--- src/rtl/aneg_pkg.sv ---
package aneg_pkg;
  localparam int unsigned DATA_W = 16;
  localparam int unsigned ADDR_W = 5;
  localparam int unsigned REG_W  = 5;

  localparam logic [REG_W-1:0] REG_CTL   = 5'd0;
  localparam logic [REG_W-1:0] REG_STAT  = 5'd1;
  localparam logic [REG_W-1:0] REG_ID_HI = 5'd2;
  localparam logic [REG_W-1:0] REG_ID_LO = 5'd3;
  localparam logic [REG_W-1:0] REG_ADV   = 5'd4;
  localparam logic [REG_W-1:0] REG_VSTAT = 5'd18;
  localparam logic [REG_W-1:0] REG_MASK  = 5'd19;

  localparam int unsigned CTL_RST_B  = 15;
  localparam int unsigned CTL_SPD_B  = 13;
  localparam int unsigned CTL_ANEN_B = 12;
  localparam int unsigned CTL_ANRS_B = 9;
  localparam int unsigned CTL_DPX_B  = 8;
  localparam int unsigned ST_DONE_B  = 5;
  localparam int unsigned ST_RFLT_B  = 4;
  localparam int unsigned VS_SPD_B   = 7;
  localparam int unsigned VS_DPX_B   = 6;
  localparam int unsigned CAP_TOP_B  = 15;
  localparam int unsigned ADV_TOP_B  = 9;
  localparam int unsigned CAP_N      = 5;

  localparam logic [DATA_W-1:0] W_RESET = DATA_W'(1) << CTL_RST_B;
  localparam logic [DATA_W-1:0] W_ANRESTART =
    (DATA_W'(1) << CTL_ANEN_B) | (DATA_W'(1) << CTL_ANRS_B);
  localparam logic [DATA_W-1:0] W_ANFORCE =
    W_ANRESTART | (DATA_W'(1) << CTL_SPD_B) | (DATA_W'(1) << CTL_DPX_B);

  typedef enum logic [3:0] {
    ST_IDLE, ST_RD_ID1, ST_RD_ID2, ST_WR_RST, ST_RD_CTL, ST_WT_RST,
    ST_RD_VS, ST_WR_MSK, ST_RD_CAP, ST_WR_ADV, ST_WR_ANEG, ST_RD_STAT,
    ST_WR_RFLT, ST_WT_AN
  } seq_st_e;
endpackage

--- src/rtl/aneg_id_qualify.sv ---
module aneg_id_qualify #(
  parameter int unsigned W = 16
) (
  input  logic [W-1:0] id_a_i,
  input  logic [W-1:0] id_b_i,
  output logic         ok_o
);
  localparam logic [W-1:0] TOPBIT = {1'b1, {(W-1){1'b0}}};

  logic a_ok, b_ok;
  assign a_ok = (id_a_i != '0) && (id_a_i != '1) && (id_a_i != TOPBIT);
  assign b_ok = (id_b_i != '0) && (id_b_i != '1) && (id_b_i != TOPBIT);
  assign ok_o = a_ok && b_ok;
endmodule

--- src/rtl/aneg_adv_map.sv ---
module aneg_adv_map
  import aneg_pkg::*;
(
  input  logic [CAP_N-1:0]  cap_i,  // status bits [15:11]
  output logic [DATA_W-1:0] adv_o
);
  localparam int unsigned ADV_LO = ADV_TOP_B - CAP_N + 1;

  assign adv_o[0] = 1'b1;  // CSMA selector
  assign adv_o[ADV_LO-1:1] = '0;
  assign adv_o[DATA_W-1:ADV_TOP_B+1] = '0;

  for (genvar i = 0; i < CAP_N; i++) begin : g_cap
    assign adv_o[ADV_LO+i] = cap_i[i];
  end
endmodule

--- src/rtl/aneg_poll_ctr.sv ---
module aneg_poll_ctr #(
  parameter int unsigned LIMIT = 6
) (
  input  logic clk_i,
  input  logic rst_ni,
  input  logic clr_i,
  input  logic inc_i,
  output logic last_o
);
  localparam int unsigned CW = $clog2(LIMIT + 1);

  logic [CW-1:0] cnt_q;

  always_ff @(posedge clk_i or negedge rst_ni) begin
    if (!rst_ni)     cnt_q <= '0;
    else if (clr_i)  cnt_q <= '0;
    else if (inc_i)  cnt_q <= cnt_q + 1'b1;
  end

  assign last_o = (cnt_q == CW'(LIMIT - 1));

  // bound for both poll loops (R5 reset loop, R8 negotiation loop)
  assert_poll_bound_R5: assert property (@(posedge clk_i) disable iff (!rst_ni)
    !(inc_i && last_o));
  assert_clr_inc_excl_R8: assert property (@(posedge clk_i) disable iff (!rst_ni)
    !(clr_i && inc_i));
endmodule

--- src/rtl/phy_autoneg_seq.sv ---
module phy_autoneg_seq
  import aneg_pkg::*;
#(
  parameter int unsigned PHY_ADDRS = 32,
  parameter int unsigned RST_POLLS = 6,
  parameter int unsigned AN_POLLS  = 20,
  parameter logic [15:0] MASK_WORD = 16'hFC00
) (
  input  logic        clk_i,
  input  logic        rst_ni,
  input  logic        start_i,
  input  logic        tick_i,
  output logic        mgmt_req_o,
  output logic        mgmt_we_o,
  output logic [4:0]  mgmt_phy_o,
  output logic [4:0]  mgmt_reg_o,
  output logic [15:0] mgmt_wdata_o,
  input  logic        mgmt_ack_i,
  input  logic [15:0] mgmt_rdata_i,
  output logic        busy_o,
  output logic        done_o,
  output logic [4:0]  phy_addr_o,
  output logic        ok_o,
  output logic        no_phy_o,
  output logic        rst_tmo_o,
  output logic        an_fail_o,
  output logic        spd100_o,
  output logic        fdx_o
);
  localparam logic [ADDR_W-1:0] LAST_ADDR = ADDR_W'(PHY_ADDRS - 1);

  seq_st_e            st_q;
  logic [ADDR_W-1:0]  addr_q, found_q;
  logic [DATA_W-1:0]  id_a_q, adv_w;
  logic [CAP_N-1:0]   cap_q;
  logic               vs_spd_q, vs_dpx_q;
  logic               done_q, ok_q, nophy_q, rtmo_q, anf_q, spd_q, fdx_q;
  logic               id_ok, rst_last, an_last;
  logic               rst_clr, rst_inc, an_clr, an_inc;
  logic               ack;

  assign ack = mgmt_ack_i;

  aneg_id_qualify #(.W(DATA_W)) u_idq (
    .id_a_i (id_a_q),
    .id_b_i (mgmt_rdata_i),
    .ok_o   (id_ok)
  );

  aneg_adv_map u_adv (
    .cap_i (cap_q),
    .adv_o (adv_w)
  );

  assign rst_clr = (st_q == ST_WR_RST) && ack;
  assign rst_inc = (st_q == ST_RD_CTL) && ack && mgmt_rdata_i[CTL_RST_B] && !rst_last;
  assign an_clr  = (st_q == ST_WR_ANEG) && ack;
  assign an_inc  = (st_q == ST_RD_STAT) && ack && !mgmt_rdata_i[ST_DONE_B] && !an_last;

  aneg_poll_ctr #(.LIMIT(RST_POLLS)) u_rst_ctr (
    .clk_i, .rst_ni, .clr_i(rst_clr), .inc_i(rst_inc), .last_o(rst_last)
  );

  aneg_poll_ctr #(.LIMIT(AN_POLLS)) u_an_ctr (
    .clk_i, .rst_ni, .clr_i(an_clr), .inc_i(an_inc), .last_o(an_last)
  );

  // request decode
  always_comb begin
    mgmt_req_o   = 1'b1;
    mgmt_we_o    = 1'b0;
    mgmt_reg_o   = REG_CTL;
    mgmt_wdata_o = '0;
    unique case (st_q)
      ST_RD_ID1:  mgmt_reg_o = REG_ID_HI;
      ST_RD_ID2:  mgmt_reg_o = REG_ID_LO;
      ST_WR_RST:  begin mgmt_we_o = 1'b1; mgmt_wdata_o = W_RESET; end
      ST_RD_CTL:  mgmt_reg_o = REG_CTL;
      ST_RD_VS:   mgmt_reg_o = REG_VSTAT;
      ST_WR_MSK:  begin mgmt_we_o = 1'b1; mgmt_reg_o = REG_MASK; mgmt_wdata_o = MASK_WORD; end
      ST_RD_CAP:  mgmt_reg_o = REG_STAT;
      ST_WR_ADV:  begin mgmt_we_o = 1'b1; mgmt_reg_o = REG_ADV; mgmt_wdata_o = adv_w; end
      ST_WR_ANEG: begin mgmt_we_o = 1'b1; mgmt_wdata_o = W_ANRESTART; end
      ST_RD_STAT: mgmt_reg_o = REG_STAT;
      ST_WR_RFLT: begin mgmt_we_o = 1'b1; mgmt_wdata_o = W_ANFORCE; end
      default:    mgmt_req_o = 1'b0;
    endcase
  end

  assign mgmt_phy_o = addr_q;

  always_ff @(posedge clk_i or negedge rst_ni) begin
    if (!rst_ni) begin
      st_q     <= ST_IDLE;
      addr_q   <= '0;
      found_q  <= '0;
      id_a_q   <= '0;
      cap_q    <= '0;
      vs_spd_q <= 1'b0;
      vs_dpx_q <= 1'b0;
      done_q   <= 1'b0;
      ok_q     <= 1'b0;
      nophy_q  <= 1'b0;
      rtmo_q   <= 1'b0;
      anf_q    <= 1'b0;
      spd_q    <= 1'b0;
      fdx_q    <= 1'b0;
    end else begin
      done_q <= 1'b0;
      unique case (st_q)
        ST_IDLE: if (start_i) begin
          ok_q    <= 1'b0;
          nophy_q <= 1'b0;
          rtmo_q  <= 1'b0;
          anf_q   <= 1'b0;
          spd_q   <= 1'b0;
          fdx_q   <= 1'b0;
          found_q <= '0;
          addr_q  <= '0;
          st_q    <= ST_RD_ID1;
        end
        ST_RD_ID1: if (ack) begin
          id_a_q <= mgmt_rdata_i;
          st_q   <= ST_RD_ID2;
        end
        ST_RD_ID2: if (ack) begin
          if (id_ok) begin
            found_q <= addr_q;
            st_q    <= ST_WR_RST;
          end else if (addr_q == LAST_ADDR) begin
            nophy_q <= 1'b1;
            done_q  <= 1'b1;
            st_q    <= ST_IDLE;
          end else begin
            addr_q <= addr_q + 1'b1;
            st_q   <= ST_RD_ID1;
          end
        end
        ST_WR_RST: if (ack) st_q <= ST_RD_CTL;
        ST_RD_CTL: if (ack) begin
          if (!mgmt_rdata_i[CTL_RST_B]) st_q <= ST_RD_VS;
          else if (rst_last) begin
            rtmo_q <= 1'b1;
            done_q <= 1'b1;
            st_q   <= ST_IDLE;
          end else st_q <= ST_WT_RST;
        end
        ST_WT_RST: if (tick_i) st_q <= ST_RD_CTL;
        ST_RD_VS: if (ack) begin
          vs_spd_q <= mgmt_rdata_i[VS_SPD_B];
          vs_dpx_q <= mgmt_rdata_i[VS_DPX_B];
          st_q     <= ST_WR_MSK;
        end
        ST_WR_MSK: if (ack) st_q <= ST_RD_CAP;
        ST_RD_CAP: if (ack) begin
          cap_q <= mgmt_rdata_i[CAP_TOP_B -: CAP_N];
          st_q  <= ST_WR_ADV;
        end
        ST_WR_ADV:  if (ack) st_q <= ST_WR_ANEG;
        ST_WR_ANEG: if (ack) st_q <= ST_RD_STAT;
        ST_RD_STAT: if (ack) begin
          if (mgmt_rdata_i[ST_DONE_B] || an_last) begin
            ok_q   <= mgmt_rdata_i[ST_DONE_B] && !mgmt_rdata_i[ST_RFLT_B];
            anf_q  <= !mgmt_rdata_i[ST_DONE_B] || mgmt_rdata_i[ST_RFLT_B];
            spd_q  <= vs_spd_q;
            fdx_q  <= vs_dpx_q;
            done_q <= 1'b1;
            st_q   <= ST_IDLE;
          end else if (mgmt_rdata_i[ST_RFLT_B]) st_q <= ST_WR_RFLT;
          else st_q <= ST_WT_AN;
        end
        ST_WR_RFLT: if (ack) st_q <= ST_WT_AN;
        ST_WT_AN:   if (tick_i) st_q <= ST_RD_STAT;
        default:    st_q <= ST_IDLE;
      endcase
    end
  end

  assign busy_o     = (st_q != ST_IDLE);
  assign done_o     = done_q;
  assign phy_addr_o = found_q;
  assign ok_o       = ok_q;
  assign no_phy_o   = nophy_q;
  assign rst_tmo_o  = rtmo_q;
  assign an_fail_o  = anf_q;
  assign spd100_o   = spd_q;
  assign fdx_o      = fdx_q;

  assert_req_hold_R1: assert property (@(posedge clk_i) disable iff (!rst_ni)
    mgmt_req_o && !mgmt_ack_i |=> mgmt_req_o && $stable(mgmt_we_o) &&
      $stable(mgmt_phy_o) && $stable(mgmt_reg_o) && $stable(mgmt_wdata_o));
  assert_one_result_R10: assert property (@(posedge clk_i) disable iff (!rst_ni)
    $countones({ok_o, no_phy_o, rst_tmo_o, an_fail_o}) <= 1);
  assert_done_idle_R12: assert property (@(posedge clk_i) disable iff (!rst_ni)
    done_o |-> !busy_o);
  assert_start_only_R12: assert property (@(posedge clk_i) disable iff (!rst_ni)
    $rose(busy_o) |-> $past(start_i));
  assert_clear_busy_R12: assert property (@(posedge clk_i) disable iff (!rst_ni)
    busy_o |-> !(ok_o || no_phy_o || rst_tmo_o || an_fail_o || spd100_o || fdx_o));
  assert_ctl_words_R5: assert property (@(posedge clk_i) disable iff (!rst_ni)
    mgmt_req_o && mgmt_we_o && (mgmt_reg_o == REG_CTL) |->
      (mgmt_wdata_o == 16'h8000) || (mgmt_wdata_o == 16'h1200) || (mgmt_wdata_o == 16'h3300));
endmodule

--- config.mk ---
export PLATFORM = sky130hd
export DESIGN_NAME = phy_autoneg_seq
export DESIGN_NICKNAME = d
export VERILOG_FILES = /design/src/rtl/aneg_pkg.sv /design/src/rtl/aneg_id_qualify.sv /design/src/rtl/aneg_adv_map.sv /design/src/rtl/aneg_poll_ctr.sv /design/src/rtl/phy_autoneg_seq.sv
export SDC_FILE = /design/constraint.sdc
export NUM_CORES = 1
export LEC_CHECK = 0
export CAP_MARGIN = 40
export CORE_UTILIZATION = 64
export DETAILED_ROUTE_END_ITERATION = 6
export DONT_BUFFER_PORTS = 1
export GPL_TIMING_DRIVEN = 1
export HOLD_SLACK_MARGIN = 0.08
export PLACE_DENSITY = 0.84
export REMOVE_ABC_BUFFERS = 1
export SYNTH_ARGS = -nofsm -noshare
export SYNTH_HDL_FRONTEND = slang
export SYNTH_SLANG_ARGS = --single-unit
--- constraint.sdc ---
create_clock -name clk_i -period 3.75 [get_ports clk_i]
set_clock_uncertainty 0.15 [all_clocks]
set_input_delay 0.9375 -clock clk_i [delete_from_list [all_inputs] [get_ports clk_i]]
set_output_delay 0.9375 -clock clk_i [all_outputs]
set_load 0.005 [all_outputs]
==> parameters.txt, run 1 <==
Parameter                              Value

GRT
  First-pass GRT wire length ... 10400 um
  Remaining global-route overflow ... 0
  Number of antenna violations at the first check in global routing ... 0
  Maximum number of pins on one net before global-route repair ... 53
  Vias in the first global route ... 2118
  Combined global-route utilization of all metal layers ... 27.4%

Clock tree
  Clock Tree Root ... sky130_fd_sc_hd__clkbuf_8
  Post-CTS Setup Bufs ... 0
  Total of cells resized after clock tree synthesis ... 0
  Clock Sink Count ... 52
  Number of buffers between clock root and the deepest sink ... 2
  Clk_lat worst skew ... 0.32 ns
  CTS tree ... done
  Count of hold buffers inserted by post-cts repair ... 0
  Clock slew seen by the registers of the worst setup and hold paths ... 0.09 ns
  Depth of the CTS H-tree ... 2
  CTS Buf Count ... 5

Synth
  Netlist Area Pre-Place ... 0.00291 sq mm
  Synth warnings ... 0
  Netlist cell types ... 48
  Proportion of register bits with asynchronous set or reset after synthesis ... 100%
  Average size of a mapped cell ... 9.94 sq um
  Post-synthesis cell type with the largest combined area ... sky130_fd_sc_hd__dfrtp_1
  Primary FF master, synth ... sky130_fd_sc_hd__dfrtp_1
  Sequential share of the synthesized area ... 44.7%
  Synthesis-stage register bit count ... 52
  Number of flops mapped to enable cells by yosys ... 0
  Synth area leaders ... sky130_fd_sc_hd__dfrtp_1 (45%), sky130_fd_sc_hd__mux2_2 (9.7%), sky130_fd_sc_hd__nand3_1 (3.3%)
  Fraction of post-synthesis cell area in the top cell type by area ... 44.7%
  Number of instances in the synthesized netlist ... 293

Die
  Die Height ... 69.5 um
  Row cnt ... 24
  Top-Level Pins ... 62
  Initial standard-cell utilization of the core ... 66.9%
  Die W ... 69.5 um
  Area of the die ... 0.00482 sq mm
  Area of the core ... 0.00435 sq mm

Worst setup path
  Worst endpoint data arrival time ... 1.92 ns
  Worst Path Max Fanout ... 22
  Crit path launch type ... flop
  Required @ worst endpoint ... 2.66 ns
  Crit Path Category ... flop to primary output
  Crit path capture type ... primary output

Pwr
  P_leak ... 1.31 nW
  Clock share of power ... 16.5%
  Cell Int Power ... 1.25 mW
  PwrDens ... 677 mW/mm^2
  VDD IR max ... 325 uV
  Share of power burned in registers ... 48.6%
  Combinational cell fraction of total power ... 35.0%
  Switching power summed over all nets ... 0.774 mW
  Net switching share of the total power ... 38.3%

Final layout
  Most common cell after layout, fill and taps aside ... sky130_fd_sc_hd__dfrtp_1
  Proportion of layout cells with a drive suffix above 1 ... 13.9%
  Number of nets in the layout ... 312
  Util after Layout ... 68.6%
  Antenna Cells ... 0
  Design area ... 0.00299 sq mm
  Layout filler cell count ... 334
  Area Growth Syn to Fin ... 2.58%
  Top library cells by usage in the layout, fill and taps aside ... sky130_fd_sc_hd__dfrtp_1 (52), sky130_fd_sc_hd__mux2_2 (25), sky130_fd_sc_hd__nor2_1 (19), sky130_fd_sc_hd__nand3_1 (19), sky130_fd_sc_hd__nand2_1 (17)

Timing
  Total negative slack for setup checks ... 0 ns
  Final hold viol count ... 0
  Minimum period implied by the final worst setup slack ... 3.01 ns
  Max Transition Viols Final ... 0
  Final cycle utilization of the critical path ... 80.2%
  Highest clock frequency the design can meet ... 332 MHz
  Slew at the pin with the worst max-slew slack ... 0.800 ns
  Final setup violation count ... 0
  RSZ-0062 raised after global routing ... no
  Remaining max-slew budget at the tightest pin ... 46.3%

Outcome
  Outcome ... completed

Detailed routing
  Number of DRC markers after the initial detailed-route iteration ... 183
  Wire length after detailed routing ... 6190 um
  Avg Vias per Cell ... 6.61
  Remaining antenna violation count after routing ... 0
  Total DRC errors in the routed layout ... 0
  Count of TritonRoute iterations in the first routing pass ... 7
  Average routed wire per standard cell ... 18.3 um
  Via Count ... 2242

Flow run
  Max-capacitance violation count ... 0

Placed design
  Placed inst area ... 0.00289 sq mm
  Port buffer count ... 0
  RD Place Congestion ... 0.907
  HPWL after detailed placement ... 4570 um

Worst hold path
  Hold Crit Class ... input port to async pin
## path summary, 6_finish.rpt
check | startpoint | cells after the start | to | slack (ns)
setup / recovery | st_q[0] | 4 | mgmt_wdata_o[9] | 0.74
hold / removal | rst_ni | 0 | u_rst_ctr.cnt_q[2] | 0.16
setup reg to reg | st_q[3] | 5 | st_q[0] | 1.26
hold reg to reg | vs_spd_q | 2 | spd100_o | 0.35
max in group asynchronous | rst_ni | 0 | mgmt_phy_o[3] | 3.20
min in group clk_i | vs_spd_q | 2 | spd100_o | 0.35
## layout make-up
type	count	area (sq um)	area share, %
well taps	52	65.1	2.18
repair buffers	1	7.51	0.251
multi-input cells	217	1490	49.7
flip-flops and latches	52	1300	43.6
clock buffers	7	86.3	2.89
clock inverters	1	7.51	0.251
inverters	9	33.8	1.13
## power by group through the flow
stage	Sequential, mW	Combinational (mW)	Clock, mW
floorplan	0.937	0.567	0
global placement	0.987	0.689	0
detailed placement	0.994	0.702	0
CTS	0.981	0.708	0.337
global route	1.02	0.795	0.357
finish	0.982	0.707	0.333
## layer usage
layer  vias up  track usage, %  wire length (um)
met5         -               0                 0
met4         0            9.52               100
met3        12            7.12               561
met2       103            41.0              2780
met1      1057            38.7              2750
li1       1070               -                 -
## flip-flops by register name, summed over array words and instances (netlist names), 3 cells and up
register         flops
phy_addr_o           5
u_an_ctr.cnt_q       5
st_q                 4
u_rst_ctr.cnt_q      3
mgmt_phy_o           5
id_a_q              16
cap_q                5
## cells in the mapped netlist (2+ instances only)
cell type / number
sky130_fd_sc_hd__nand2b_1: 5
sky130_fd_sc_hd__nor2_1: 19
sky130_fd_sc_hd__nor2b_1: 10
sky130_fd_sc_hd__nand2_1: 17
sky130_fd_sc_hd__nand3_1: 19
sky130_fd_sc_hd__and3_1: 4
sky130_fd_sc_hd__nand4_1: 12
sky130_fd_sc_hd__xnor2_1: 2
sky130_fd_sc_hd__nor4_1: 8
sky130_fd_sc_hd__inv_1: 9
sky130_fd_sc_hd__a22o_1: 9
sky130_fd_sc_hd__buf_4: 8
sky130_fd_sc_hd__o22ai_1: 2
sky130_fd_sc_hd__nor3_1: 8
sky130_fd_sc_hd__a21o_1: 5
sky130_fd_sc_hd__o21ai_0: 13
sky130_fd_sc_hd__nor3b_1: 2
sky130_fd_sc_hd__and2_1: 6
sky130_fd_sc_hd__mux2_2: 25
sky130_fd_sc_hd__clkbuf_1: 6
sky130_fd_sc_hd__buf_2: 4
sky130_fd_sc_hd__or4_1: 5
sky130_fd_sc_hd__dfrtp_1: 52
sky130_fd_sc_hd__ha_1: 5
sky130_fd_sc_hd__a21oi_1: 8
sky130_fd_sc_hd__a31o_2: 2
sky130_fd_sc_hd__a211oi_1: 3
sky130_fd_sc_hd__o21a_1: 2
sky130_fd_sc_hd__a211o_1: 4
## worst max-delay path, cell delays in order (launching register included)
cell                      delay, ns
sky130_fd_sc_hd__dfrtp_1       0.74
sky130_fd_sc_hd__nor2b_1       0.40
sky130_fd_sc_hd__a21oi_1       0.13
sky130_fd_sc_hd__o22ai_1       0.15
sky130_fd_sc_hd__and2_1        0.18
## stage by stage
stage / total power [mW] / instances / setup WS (ns) / hold slack (ns)
after CTS: 2.03 / 339 / 0.767 / 0.152
after detailed placement: 1.70 / 331 / 1.10 / 0.328
final: 2.02 / 339 / 0.742 / 0.156
after global routing: 2.17 / 339 / 0.610 / 0.142
after floorplan: 1.50 / 278 / 1.26 / 0.313
after global placement: 1.68 / 331 / 1.12 / 0.333
## kinds of logic after synthesis
group                    share of synthesized area [%]
AND/OR/NAND/NOR                                   21.7
AO/OA/AOI/OAI                                     15.6
flip-flops                                        44.7
buffers and inverters                             4.81
multiplexers                                      10.0
adder cells (fa/ha/maj)                           2.15
XOR/XNOR                                         0.903
other                                            0.129
No activity file was read; power rests on OpenSTA's default activity.
==> run 2: changes to the inputs <==
Settings changed: CORE_UTILIZATION 64 to 57, PLACE_DENSITY 0.84 to 0.79.
Clock period 3.75 ns to 2.7 ns, I/O delays scaled along.
==> parameters.txt, run 2 (synthesis gave the netlist of run 1 again) <==
Parameter                              Value

Final layout
  Proportion of layout cells with a drive suffix above 1 ... 18.2% (was 13.9%)
  Util after Layout ... 64.6% (was 68.6%)
  Area occupied by multi-input gates ... 0.00149 sq mm (unchanged)
  Layout filler cell count ... 394 (was 334)
  Largest register FFs ... 16 (unchanged)
  Antenna Cells ... 0 (unchanged)
  Number of nets in the layout ... 322 (was 312)
  Top library cells by usage in the layout, fill and taps aside ... sky130_fd_sc_hd__dfrtp_1 (48), sky130_fd_sc_hd__mux2_2 (25), sky130_fd_sc_hd__nor2_1 (19), sky130_fd_sc_hd__nand3_1 (19), sky130_fd_sc_hd__nand2_1 (17) (was sky130_fd_sc_hd__dfrtp_1 (52), sky130_fd_sc_hd__mux2_2 (25), sky130_fd_sc_hd__nor2_1 (19), sky130_fd_sc_hd__nand3_1 (19), sky130_fd_sc_hd__nand2_1 (17))
  Most common cell after layout, fill and taps aside ... sky130_fd_sc_hd__dfrtp_1 (unchanged)
  Top register by number of flip-flops ... id_a_q (unchanged)
  Area Growth Syn to Fin ... 6.88% (was 2.58%)
  Area occupied by registers ... 0.00131 sq mm (was 0.00130 sq mm)

Worst setup path
  Ordered cell list for the critical path ... nor3_1, a21o_1, a22o_1 (was nor2b_1, a21oi_1, o22ai_1, and2_1)
  Crit path capture type ... primary output (unchanged)
  Slowest cell delay on critical path ... 0.55 ns (was 0.74 ns)
  Reg2Reg Launch Point ... st_q[2] (was st_q[3])
  Worst endpoint data arrival time ... 1.70 ns (was 1.92 ns)
  Crit path launch type ... flop (unchanged)
  Master of the slowest instance on the critical path ... sky130_fd_sc_hd__dfrtp_2 (was sky130_fd_sc_hd__dfrtp_1)
  Crit Path Category ... flop to primary output (unchanged)
  Total buffers and inverters traversed by the critical path ... 0 (unchanged)
  Worst setup path start ... st_q[2] (was st_q[0])
  Required @ worst endpoint ... 1.88 ns (was 2.66 ns)
  Worst Path Max Fanout ... 23 (was 22)
  Dominant delay contributor by cell family on the critical path ... flip-flops (unchanged)

Die
  Area of the die ... 0.00540 sq mm (was 0.00482 sq mm)
  Area of the core ... 0.00482 sq mm (was 0.00435 sq mm)
  Die W ... 73.5 um (was 69.5 um)
  Top-Level Pins ... 62 (unchanged)
  Initial standard-cell utilization of the core ... 60.4% (was 66.9%)
  Row cnt ... 25 (was 24)
  Die Height ... 73.5 um (was 69.5 um)

GRT
  Remaining global-route overflow ... 0 (unchanged)
  Number of antenna violations at the first check in global routing ... 0 (unchanged)
  Vias in the first global route ... 2101 (was 2118)
  Maximum number of pins on one net before global-route repair ... 53 (unchanged)
  Combined global-route utilization of all metal layers ... 25.1% (was 27.4%)
  First-pass GRT wire length ... 10400 um (about the same)

Detailed routing
  Avg Vias per Cell ... 6.22 (was 6.61)
  Remaining antenna violation count after routing ... 0 (unchanged)
  Number of DRC markers after the initial detailed-route iteration ... 217 (was 183)
  Total DRC errors in the routed layout ... 0 (unchanged)
  Average routed wire per standard cell ... 17.1 um (was 18.3 um)
  Via Count ... 2265 (was 2242)
  Wire length after detailed routing ... 6240 um (was 6190 um)
  Count of TritonRoute iterations in the first routing pass ... 5 (was 7)

Flow run
  Max-capacitance violation count ... 0 (unchanged)

Pwr
  Net switching share of the total power ... 37.8% (was 38.3%)
  PwrDens ... 926 mW/mm^2 (was 677 mW/mm^2)
  VDD IR max ... 486 uV (was 325 uV)
  Share of power burned in registers ... 47.1% (was 48.6%)
  Final Power ... 2.88 mW (was 2.02 mW)
  Switching power summed over all nets ... 1.09 mW (was 0.774 mW)
  Clock share of power ... 15.9% (was 16.5%)
  P_leak ... 1.36 nW (was 1.31 nW)
  Cell Int Power ... 1.79 mW (was 1.25 mW)
  Combinational cell fraction of total power ... 37.0% (was 35.0%)

Clock tree
  Post-CTS Setup Bufs ... 0 (unchanged)
  CTS Buf Count ... 5 (unchanged)
  Depth of the CTS H-tree ... 2 (unchanged)
  Clock Sink Count ... 52 (unchanged)
  Clk_lat worst skew ... 0.30 ns (was 0.32 ns)
  Clock slew seen by the registers of the worst setup and hold paths ... 0.09 ns (about the same)
  Clock Tree Root ... sky130_fd_sc_hd__clkbuf_8 (unchanged)
  CTS tree ... done (unchanged)
  Number of buffers between clock root and the deepest sink ... 2 (unchanged)

Placed design
  HPWL after detailed placement ... 4650 um (was 4570 um)
  Port buffer count ... 0 (unchanged)
  Post-Place Worst Slack ... 0.275 ns (was 1.10 ns)
  RD Place Congestion ... 0.884 (was 0.907)

Worst hold path
  Hold Crit Class ... input port to flop (was input port to async pin)
  Launch point of the worst hold path ... mgmt_ack_i

Timing
  Final hold viol count ... 0 (unchanged)
  Highest clock frequency the design can meet ... 396 MHz
  Slew at the pin with the worst max-slew slack ... 0.844 ns (was 0.800 ns)
  Minimum setup slack in the final design ... 0.177 ns (was 0.742 ns)
  Final cycle utilization of the critical path ... 93.4%
  Remaining max-slew budget at the tightest pin ... 43.3% (was 46.3%)
  RSZ-0062 raised after global routing ... no (unchanged)
  Minimum period implied by the final worst setup slack ... 2.52 ns
  Final setup violation count ... 0 (unchanged)
  Total negative slack for setup checks ... 0 ns (unchanged)
  Max Transition Viols Final ... 0 (unchanged)

Outcome
  Outcome ... completed (unchanged)
[run 2: stage by stage]
step           hold slack [ns]  cells  cell area, sq um
3_3_place_gp             0.231    354              2970
6_report                 0.350    364              3110
4_1_cts                  0.343    364              3110
2_1_floorplan            0.229    278              2820
5_1_grt                  0.349    364              3110
3_5_place_dp             0.231    354              2970
[run 2: layer usage]
layer | GRT usage (%) | part of all wire [%] | up-vias
met5 | 0 | 0 | -
met4 | 7.26 | 1.2 | 0
met3 | 7.82 | 8.3 | 8
met2 | 38.7 | 47 | 91
met1 | 34.1 | 43 | 1087
li1 | - | - | 1079
[run 2: path summary, 6_finish.rpt]
path                                       to  slack (ns)  cells past startpoint
worst max-delay path            mgmt_reg_o[0]        0.18                      3
worst min-delay path                   done_o        0.35                      2
worst max register to register  mgmt_phy_o[0]        0.34                      5
worst min register to register          fdx_o        0.35                      2
max in group asynchronous             st_q[0]        1.44                      2
min in group asynchronous           id_a_q[7]        0.73                      2
[run 2: cell type report]
cell class	count	area share, %
inverter	9	1.09
timing repair buffer	11	3.38
clock inverter	2	0.483
multi-input combinational	217	47.7
sequential	52	42.0
clock buffer	6	2.65
tap	67	2.69
[run 2: power by group through the flow]
stage	registers, mW	logic [mW]	clock network [mW]
after global placement	1.35	1.02	0
final	1.36	1.07	0.458
after floorplan	1.30	0.787	0
after CTS	1.35	1.07	0.476
after detailed placement	1.36	1.04	0
after global routing	1.41	1.19	0.511
[run 2: worst reg2reg max path, cell delays in order, from the launching register on]
cell	delay, ns
sky130_fd_sc_hd__dfrtp_2	0.55
sky130_fd_sc_hd__nor3_1	0.54
sky130_fd_sc_hd__nand2_1	0.19
sky130_fd_sc_hd__a21oi_1	0.33
sky130_fd_sc_hd__o21ai_1	0.19
sky130_fd_sc_hd__mux2_2	0.30
[run 2: what timing repair did]
action                                 CTS  global route
hold buffers                             2             0
endpoints found under the hold margin   52             0
resized for setup                        0             4
setup endpoints to repair                0             9
